$ cat src/rtl/mbus_pkg.sv
package mbus_pkg;

    localparam int MB_ADDR_W = 16;
    localparam int MB_DATA_W = 8;

    typedef enum logic [2:0] {
        BS_IDLE = 3'd0,
        BS_T1   = 3'd1,
        BS_T2   = 3'd2,
        BS_TW   = 3'd3,
        BS_T3   = 3'd4,
        BS_HOLD = 3'd5
    } bus_st_e;

    // Strobe phase: read or write strobe is active.
    function automatic logic in_strobe(bus_st_e s);
        return (s == BS_T2) || (s == BS_TW) || (s == BS_T3);
    endfunction

    // Any state that belongs to a machine cycle.
    function automatic logic in_cycle(bus_st_e s);
        return (s == BS_T1) || in_strobe(s);
    endfunction

    // States in which READY is sampled.
    function automatic logic samples_ready(bus_st_e s);
        return (s == BS_T2) || (s == BS_TW);
    endfunction

endpackage

$ cat src/rtl/mbus_seq.sv
module mbus_seq
    import mbus_pkg::*;
(
    input  logic    clk_i,
    input  logic    rst_i,
    input  logic    req_valid_i,
    input  logic    ready_i,
    input  logic    hold_i,
    output bus_st_e st_o,
    output logic    accept_o,
    output logic    done_o
);

    bus_st_e st_q;
    bus_st_e st_d;
    logic    done_q;

    assign accept_o = (st_q == BS_IDLE) && req_valid_i && !hold_i && !rst_i;

    always_comb begin
        st_d = st_q;
        unique case (st_q)
            BS_IDLE: begin
                if (hold_i)           st_d = BS_HOLD;
                else if (req_valid_i) st_d = BS_T1;
            end
            BS_T1:   st_d = BS_T2;
            BS_T2,
            BS_TW:   st_d = ready_i ? BS_T3 : BS_TW;
            BS_T3:   st_d = BS_IDLE;
            BS_HOLD: if (!hold_i) st_d = BS_IDLE;
            default: st_d = BS_IDLE;
        endcase
    end

    always_ff @(posedge clk_i) begin
        if (rst_i) begin
            st_q   <= BS_IDLE;
            done_q <= 1'b0;
        end else begin
            st_q   <= st_d;
            done_q <= (st_q == BS_T3);
        end
    end

    assign st_o   = st_q;
    assign done_o = done_q;

    // a low READY sample keeps the cycle in a wait state
    a_r5_wait_on_not_ready: assert property (@(posedge clk_i) disable iff (rst_i)
        (samples_ready(st_q) && !ready_i) |=> (st_q == BS_TW));

    // READY is ignored in the address state
    a_r5_t1_to_t2: assert property (@(posedge clk_i) disable iff (rst_i)
        (st_q == BS_T1) |=> (st_q == BS_T2));

    // completion is a single-clock pulse that follows the closing state
    a_r6_done_single: assert property (@(posedge clk_i) disable iff (rst_i)
        done_q |=> !done_q);

    // a machine cycle only starts from idle
    a_r7_t1_from_idle: assert property (@(posedge clk_i) disable iff (rst_i)
        (st_q == BS_T1) |-> ($past(st_q) == BS_IDLE));

    // hold is only granted between machine cycles
    a_r8_hold_between_cycles: assert property (@(posedge clk_i) disable iff (rst_i)
        (st_q == BS_HOLD) |-> ($past(st_q) == BS_IDLE || $past(st_q) == BS_HOLD));

endmodule

$ cat src/rtl/mbus_req_latch.sv
module mbus_req_latch
    import mbus_pkg::*;
#(
    parameter int ADDR_W = MB_ADDR_W,
    parameter int DATA_W = MB_DATA_W
) (
    input  logic              clk_i,
    input  logic              rst_i,
    input  logic              accept_i,
    input  bus_st_e           st_i,
    input  logic              req_write_i,
    input  logic              req_io_i,
    input  logic [ADDR_W-1:0] req_addr_i,
    input  logic [DATA_W-1:0] req_wdata_i,
    input  logic [DATA_W-1:0] ad_i,
    output logic              cur_write_o,
    output logic              cur_io_o,
    output logic [ADDR_W-1:0] cur_addr_o,
    output logic [DATA_W-1:0] cur_wdata_o,
    output logic [DATA_W-1:0] rdata_o
);

    logic              write_q;
    logic              io_q;
    logic [ADDR_W-1:0] addr_q;
    logic [DATA_W-1:0] wdata_q;
    logic [DATA_W-1:0] rdata_q;

    always_ff @(posedge clk_i) begin
        if (rst_i) begin
            write_q <= 1'b0;
            io_q    <= 1'b0;
            addr_q  <= '0;
            wdata_q <= '0;
        end else if (accept_i) begin
            write_q <= req_write_i;
            io_q    <= req_io_i;
            addr_q  <= req_addr_i;
            wdata_q <= req_wdata_i;
        end
    end

    always_ff @(posedge clk_i) begin
        if (rst_i)                            rdata_q <= '0;
        else if (st_i == BS_T3 && !write_q)   rdata_q <= ad_i;
    end

    assign cur_write_o = write_q;
    assign cur_io_o    = io_q;
    assign cur_addr_o  = addr_q;
    assign cur_wdata_o = wdata_q;
    assign rdata_o     = rdata_q;

    // the captured request does not move while a cycle is under way
    a_r7_request_held: assert property (@(posedge clk_i) disable iff (rst_i)
        (st_i != BS_IDLE) |=> ($stable(addr_q) && $stable(write_q) &&
                               $stable(io_q) && $stable(wdata_q)));

    // read data only changes as a read cycle closes
    a_r3_rdata_capture: assert property (@(posedge clk_i) disable iff (rst_i)
        !$stable(rdata_q) |-> ($past(st_i) == BS_T3));

endmodule

$ cat src/rtl/mbus_pin_drv.sv
module mbus_pin_drv
    import mbus_pkg::*;
#(
    parameter int ADDR_W = MB_ADDR_W,
    parameter int DATA_W = MB_DATA_W
) (
    input  logic                     clk_i,
    input  logic                     rst_i,
    input  bus_st_e                  st_i,
    input  logic                     cur_write_i,
    input  logic                     cur_io_i,
    input  logic [ADDR_W-1:0]        cur_addr_i,
    input  logic [DATA_W-1:0]        cur_wdata_i,
    output logic [ADDR_W-DATA_W-1:0] addr_hi_o,
    output logic                     addr_oe_o,
    output logic [DATA_W-1:0]        ad_o,
    output logic                     ad_oe_o,
    output logic                     ale_o,
    output logic                     rd_n_o,
    output logic                     wr_n_o,
    output logic                     iom_o,
    output logic                     ctrl_oe_o,
    output logic                     hlda_o
);

    localparam int HI_W = ADDR_W - DATA_W;

    logic strobe_ph;
    logic surrendered;

    always_comb begin
        strobe_ph   = in_strobe(st_i);
        surrendered = (st_i == BS_HOLD);

        addr_hi_o = cur_addr_i[ADDR_W-1 -: HI_W];
        iom_o     = cur_io_i;
        ale_o     = (st_i == BS_T1);
        ad_o      = (st_i == BS_T1) ? cur_addr_i[DATA_W-1:0] : cur_wdata_i;
        rd_n_o    = !(strobe_ph && !cur_write_i);
        wr_n_o    = !(strobe_ph && cur_write_i);

        ad_oe_o   = !rst_i && ((st_i == BS_T1) || (strobe_ph && cur_write_i));
        addr_oe_o = !rst_i && !surrendered;
        ctrl_oe_o = !rst_i && !surrendered;
        hlda_o    = !rst_i && surrendered;
    end

    // strobes are exclusive and never overlap the address strobe
    a_r11_strobe_exclusive: assert property (@(posedge clk_i) disable iff (rst_i)
        !(!rd_n_o && !wr_n_o) && !(ale_o && (!rd_n_o || !wr_n_o)));

    // the low address is still driven on the clock ALE falls
    a_r1_addr_at_ale_fall: assert property (@(posedge clk_i) disable iff (rst_i)
        ale_o |=> ($past(ad_oe_o) && !ale_o));

    // space select does not change inside a machine cycle
    a_r4_space_steady: assert property (@(posedge clk_i) disable iff (rst_i)
        in_strobe(st_i) |-> ($stable(iom_o) && $stable(addr_hi_o)));

    // all pins are released while the bus is surrendered
    a_r8_float_in_hold: assert property (@(posedge clk_i) disable iff (rst_i)
        hlda_o |-> (!addr_oe_o && !ad_oe_o && !ctrl_oe_o));

    // reset floats every pin
    a_r10_float_in_reset: assert property (@(posedge clk_i)
        rst_i |-> (!addr_oe_o && !ad_oe_o && !ctrl_oe_o && !hlda_o));

endmodule

$ cat src/rtl/mbus_cycle_ctrl.sv
module mbus_cycle_ctrl
    import mbus_pkg::*;
#(
    parameter int ADDR_W = MB_ADDR_W,
    parameter int DATA_W = MB_DATA_W
) (
    input  logic                     clk_i,
    input  logic                     rst_i,
    input  logic                     req_valid_i,
    input  logic                     req_write_i,
    input  logic                     req_io_i,
    input  logic [ADDR_W-1:0]        req_addr_i,
    input  logic [DATA_W-1:0]        req_wdata_i,
    output logic                     req_ack_o,
    output logic                     done_o,
    output logic [DATA_W-1:0]        rdata_o,
    output logic [ADDR_W-DATA_W-1:0] addr_hi_o,
    output logic                     addr_oe_o,
    output logic [DATA_W-1:0]        ad_o,
    input  logic [DATA_W-1:0]        ad_i,
    output logic                     ad_oe_o,
    output logic                     ale_o,
    output logic                     rd_n_o,
    output logic                     wr_n_o,
    output logic                     iom_o,
    output logic                     ctrl_oe_o,
    input  logic                     ready_i,
    input  logic                     hold_i,
    output logic                     hlda_o
);

    bus_st_e           st;
    logic              accept;
    logic              cur_write;
    logic              cur_io;
    logic [ADDR_W-1:0] cur_addr;
    logic [DATA_W-1:0] cur_wdata;

    mbus_seq u_seq (
        .clk_i       (clk_i),
        .rst_i       (rst_i),
        .req_valid_i (req_valid_i),
        .ready_i     (ready_i),
        .hold_i      (hold_i),
        .st_o        (st),
        .accept_o    (accept),
        .done_o      (done_o)
    );

    mbus_req_latch #(.ADDR_W(ADDR_W), .DATA_W(DATA_W)) u_latch (
        .clk_i       (clk_i),
        .rst_i       (rst_i),
        .accept_i    (accept),
        .st_i        (st),
        .req_write_i (req_write_i),
        .req_io_i    (req_io_i),
        .req_addr_i  (req_addr_i),
        .req_wdata_i (req_wdata_i),
        .ad_i        (ad_i),
        .cur_write_o (cur_write),
        .cur_io_o    (cur_io),
        .cur_addr_o  (cur_addr),
        .cur_wdata_o (cur_wdata),
        .rdata_o     (rdata_o)
    );

    mbus_pin_drv #(.ADDR_W(ADDR_W), .DATA_W(DATA_W)) u_pins (
        .clk_i       (clk_i),
        .rst_i       (rst_i),
        .st_i        (st),
        .cur_write_i (cur_write),
        .cur_io_i    (cur_io),
        .cur_addr_i  (cur_addr),
        .cur_wdata_i (cur_wdata),
        .addr_hi_o   (addr_hi_o),
        .addr_oe_o   (addr_oe_o),
        .ad_o        (ad_o),
        .ad_oe_o     (ad_oe_o),
        .ale_o       (ale_o),
        .rd_n_o      (rd_n_o),
        .wr_n_o      (wr_n_o),
        .iom_o       (iom_o),
        .ctrl_oe_o   (ctrl_oe_o),
        .hlda_o      (hlda_o)
    );

    assign req_ack_o = accept;

    // after the bus comes back, ack is possible only with HOLD low
    a_r9_no_ack_in_hold: assert property (@(posedge clk_i) disable iff (rst_i)
        req_ack_o |-> (!hold_i && !hlda_o));

endmodule

$ cat config.mk
export PLATFORM = sky130hd
export DESIGN_NAME = mbus_cycle_ctrl
export DESIGN_NICKNAME = d
export VERILOG_FILES = /design/src/rtl/mbus_pkg.sv /design/src/rtl/mbus_seq.sv /design/src/rtl/mbus_req_latch.sv /design/src/rtl/mbus_pin_drv.sv /design/src/rtl/mbus_cycle_ctrl.sv
export SDC_FILE = /design/constraint.sdc
export NUM_CORES = 1
export LEC_CHECK = 0
export BUFFER_PORTS_ARGS = -buffer_cell sky130_fd_sc_hd__buf_2
export CORE_UTILIZATION = 32
export DETAILED_ROUTE_END_ITERATION = 8
export GPL_ROUTABILITY_DRIVEN = 0
export GPL_TIMING_DRIVEN = 1
export PLACE_DENSITY = 0.66
export SYNTH_ARGS = -nofsm -noshare
export SYNTH_HDL_FRONTEND = slang
export SYNTH_SLANG_ARGS = --single-unit
$ cat constraint.sdc
create_clock -name clk_i -period 2.32 [get_ports clk_i]
set_input_delay 0.116 -clock clk_i [delete_from_list [all_inputs] [get_ports clk_i]]
set_output_delay 0.116 -clock clk_i [all_outputs]
set_load 0.005 [all_outputs]
==> impl_results.md <==
* CP cell instances: and2b_1 -> nand2b_1 -> buf_4 -> mux2_2 -> buf_2
* CTS tree: yes
* Final Hold Fails at 0
* Initial antenna violation count at 0
* CORE AREA at 5240 um2
* Min-delay src: req_wdata_i[3]
* CTS Sinks at 38
* Synth top area share at 42.8%
* Pre-CTS setup slack at 0.535 ns
* Via density at 4.71
* Sequential share of power at 47.8%
* DR pass1 iterations at 4
* # rows at 26
* Maximum vdd drop at 0.329 mV
* # DRC at 0
* DP Cell Count at 327
* Number of global-route vias before repair at 1504
* Clock power share at 28.3%
* Final setup skew at 0.00929 ns
* Max-cap violations at 0
* Setup TNS at 0 ns
* Setup bufs post-CTS at 0
* Post-layout min period at 2.10 ns
* Power per Cell Area at 734 nW/um2
* Mapped cell area at 1780 um2
* Post-DP HPWL at 2.97 mm
* Hold depth at 3
* Clock latency on the worst-skew pair at 0.29 ns
* Global Route Usage Sum at 15.2%
* Headroom to the max-slew limit at 66.4%
* Largest stage delay, worst path at 0.54 ns
* Crit Path Max Fanout at 9
* Commonest non-fill, non-tap cell in the layout: buf_2
* CP endpoint kind: output pin
* RR Startpoint: u_seq.st_o[2]
* Ant diodes at 0
* Req. time, crit path at 2.20 ns
* Worst hold path type: in2reg
* Average cell area after synthesis at 8.66 um2
* Die height at 76.5 um
* DRT iter0 DRCs at 63
* Die area at 5850 um2
* Starting Density at 33.9%
* Port Buf Inserts at 72
* Comb pwr share at 24.0%
* P&R area growth vs syn at 24.2%
* Worst R2R Path Depth at 3
* Worst Setup Slack, final at 0.223 ns
* Worst-margin pin slew at 0.503 ns
* Most frequent cells in the layout: buf_2 (72), dfxtp_1 (38), nand3_1 (25)
* EDFF count, synth at 0
* Final critical-path share of the clock period at 90.4%
* Yosys top cell by area: dfxtp_1
* Setup-failing EPs final at 0
* Hold Buf Count CTS at 0
* Worst Hold End: u_latch.cur_wdata_o[3]
* Mapped Cells at 205
* CTS root buf: clkbuf_8
* Fmax at 477 MHz
* Top post-synthesis cells by area: dfxtp_1 (43%), nand2b_1 (8.1%), nand3_1 (7.0%)
* Arr. time, crit path at 1.98 ns
* Bufs on Longest Clock Path at 2
* Grt total ovfl at 0
* Post-CTS resize count at 0
* Distinct cells, synth at 32
* RSZ-0062 raised after global routing: false
* Post-synth ARST share at 0%
* Fin nets at 303
* P_sw at 507 uW
* First-pass GRT wire length at 7.17 mm
* Wire per inst at 12.9 um
* Inserted Clock Buffers at 5
* Final Instance Count excl. Fillers at 335
* Yosys reg bits at 38
* Die width at 76.5 um
* YS warnings at 0
* Leak pwr at 0.000959 uW
* Pint at 1110 uW
* ANT nets after route at 0
* Worst R2R Setup Slack at 0.71 ns
* R2r endpoint: u_latch.rdata_o[3]
* WL final at 4.32 mm
* Slowest-stage cell, CP: dfxtp_1
* Largest net degree at the start of global routing at 43
* Seq/Total Area, Yosys at 42.8%
* Status: complete, no violations
* Crit Path Category: reg2out
* Top FF cell, synth: dfxtp_1
* Final Slew Violations at 0
* Critical Path Start Type: register
* Syn nets at 244
* Share of cells above drive strength 1 at 38.1%
* Htree depth at 2
* Worst-path clk slew at 0.08 ns
* Ports at 73
* Switching part of the total at 31.3%
* Vias at 1577
-- per-layer routing --
layer / track usage [%] / vias up / part of all wire (%)
li1: - / 809 / -
met1: 19.6 / 717 / 47
met2: 24.1 / 43 / 46
met3: 3.59 / 8 / 4.6
met4: 6.35 / 0 / 2.1
met5: 0 / - / 0
-- cells by family (layout without fill, tap and decap cells) --
family | count (synthesis) | after routing | synth area share [%]
and+or+nand+nor | 83 | 83 | 27.1
AOI/OAI and AO/OA | 47 | 47 | 15.4
DFF | 38 | 38 | 42.8
buffers and inverters | 28 | 88 | 9.02
muxes | 8 | 8 | 5.07
xor gates and xnor gates | 1 | 1 | 0.493
-- worst max-delay path, delay by kind of cell, from the launching register on --
family,cells,cell delay [ns]
simple gates,2,0.46
flops,1,0.54
buf+inv,2,0.34
mux,1,0.34
-- state kept, by name (all words and copies together), names as in the netlist --
signal / flops
u_seq.st_o: 3
u_seq.done_o: 1
u_latch.cur_wdata_o: 8
u_latch.rdata_o: 8
u_latch.cur_io_o: 1
u_latch.cur_addr_o: 16
u_latch.cur_write_o: 1
-- layout make-up --
class	count	area [um2]
clock buffers	6	72.6
clock inverters	2	13.8
fillers	551	3030
inverters	2	7.51
multi-input cells	139	857
flip-flops and latches	38	761
well taps	70	87.6
repair buffers	78	405
-- Yosys cell counts (2+ instances only) --
| master | n |
|---|---|
| nor3b_1 | 2 |
| a21oi_1 | 15 |
| o21ai_1 | 20 |
| buf_4 | 13 |
| clkbuf_1 | 8 |
| buf_2 | 5 |
| nand2_1 | 17 |
| o21ai_0 | 2 |
| nand2b_1 | 23 |
| nor2_1 | 2 |
| inv_1 | 2 |
| nand3_1 | 25 |
| mux2_2 | 8 |
| dfxtp_1 | 38 |
| a21bo_2 | 5 |
| nor2b_1 | 4 |
-- worst max path at each step --
stage | to | slack, ns | start
floorplan | ad_o[0] | 0.93 | u_seq.st_o[1]
global placement | ad_o[1] | 0.59 | u_seq.st_o[1]
detailed placement | ad_o[7] | 0.53 | u_seq.st_o[1]
CTS | ad_o[7] | 0.19 | u_seq.st_o[1]
global route | ad_o[2] | 0.08 | u_seq.st_o[1]
finish | ad_o[7] | 0.22 | u_seq.st_o[1]
-- through the flow --
stage	area [um2]	utilization (%)	hold WS (ns)	power, uW
after global routing	2200	42.1	0.0514	1720
after CTS	2200	42.1	0.0383	1640
after global placement	2120	40.4	0.337	1170
final	2200	42.1	0.0454	1620
after floorplan	1780	-	0.246	1060
after detailed placement	2120	40.4	0.344	1180
-- power by group through the flow --
stage                     clock network [uW]  logic [uW]  registers [uW]
after floorplan                            0         302             754
after CTS                                472         393             773
after detailed placement                   0         391             788
final                                    458         388             773
after global placement                     0         387             785
after global routing                     503         433             784
Power figures use the tool's default switching activity.
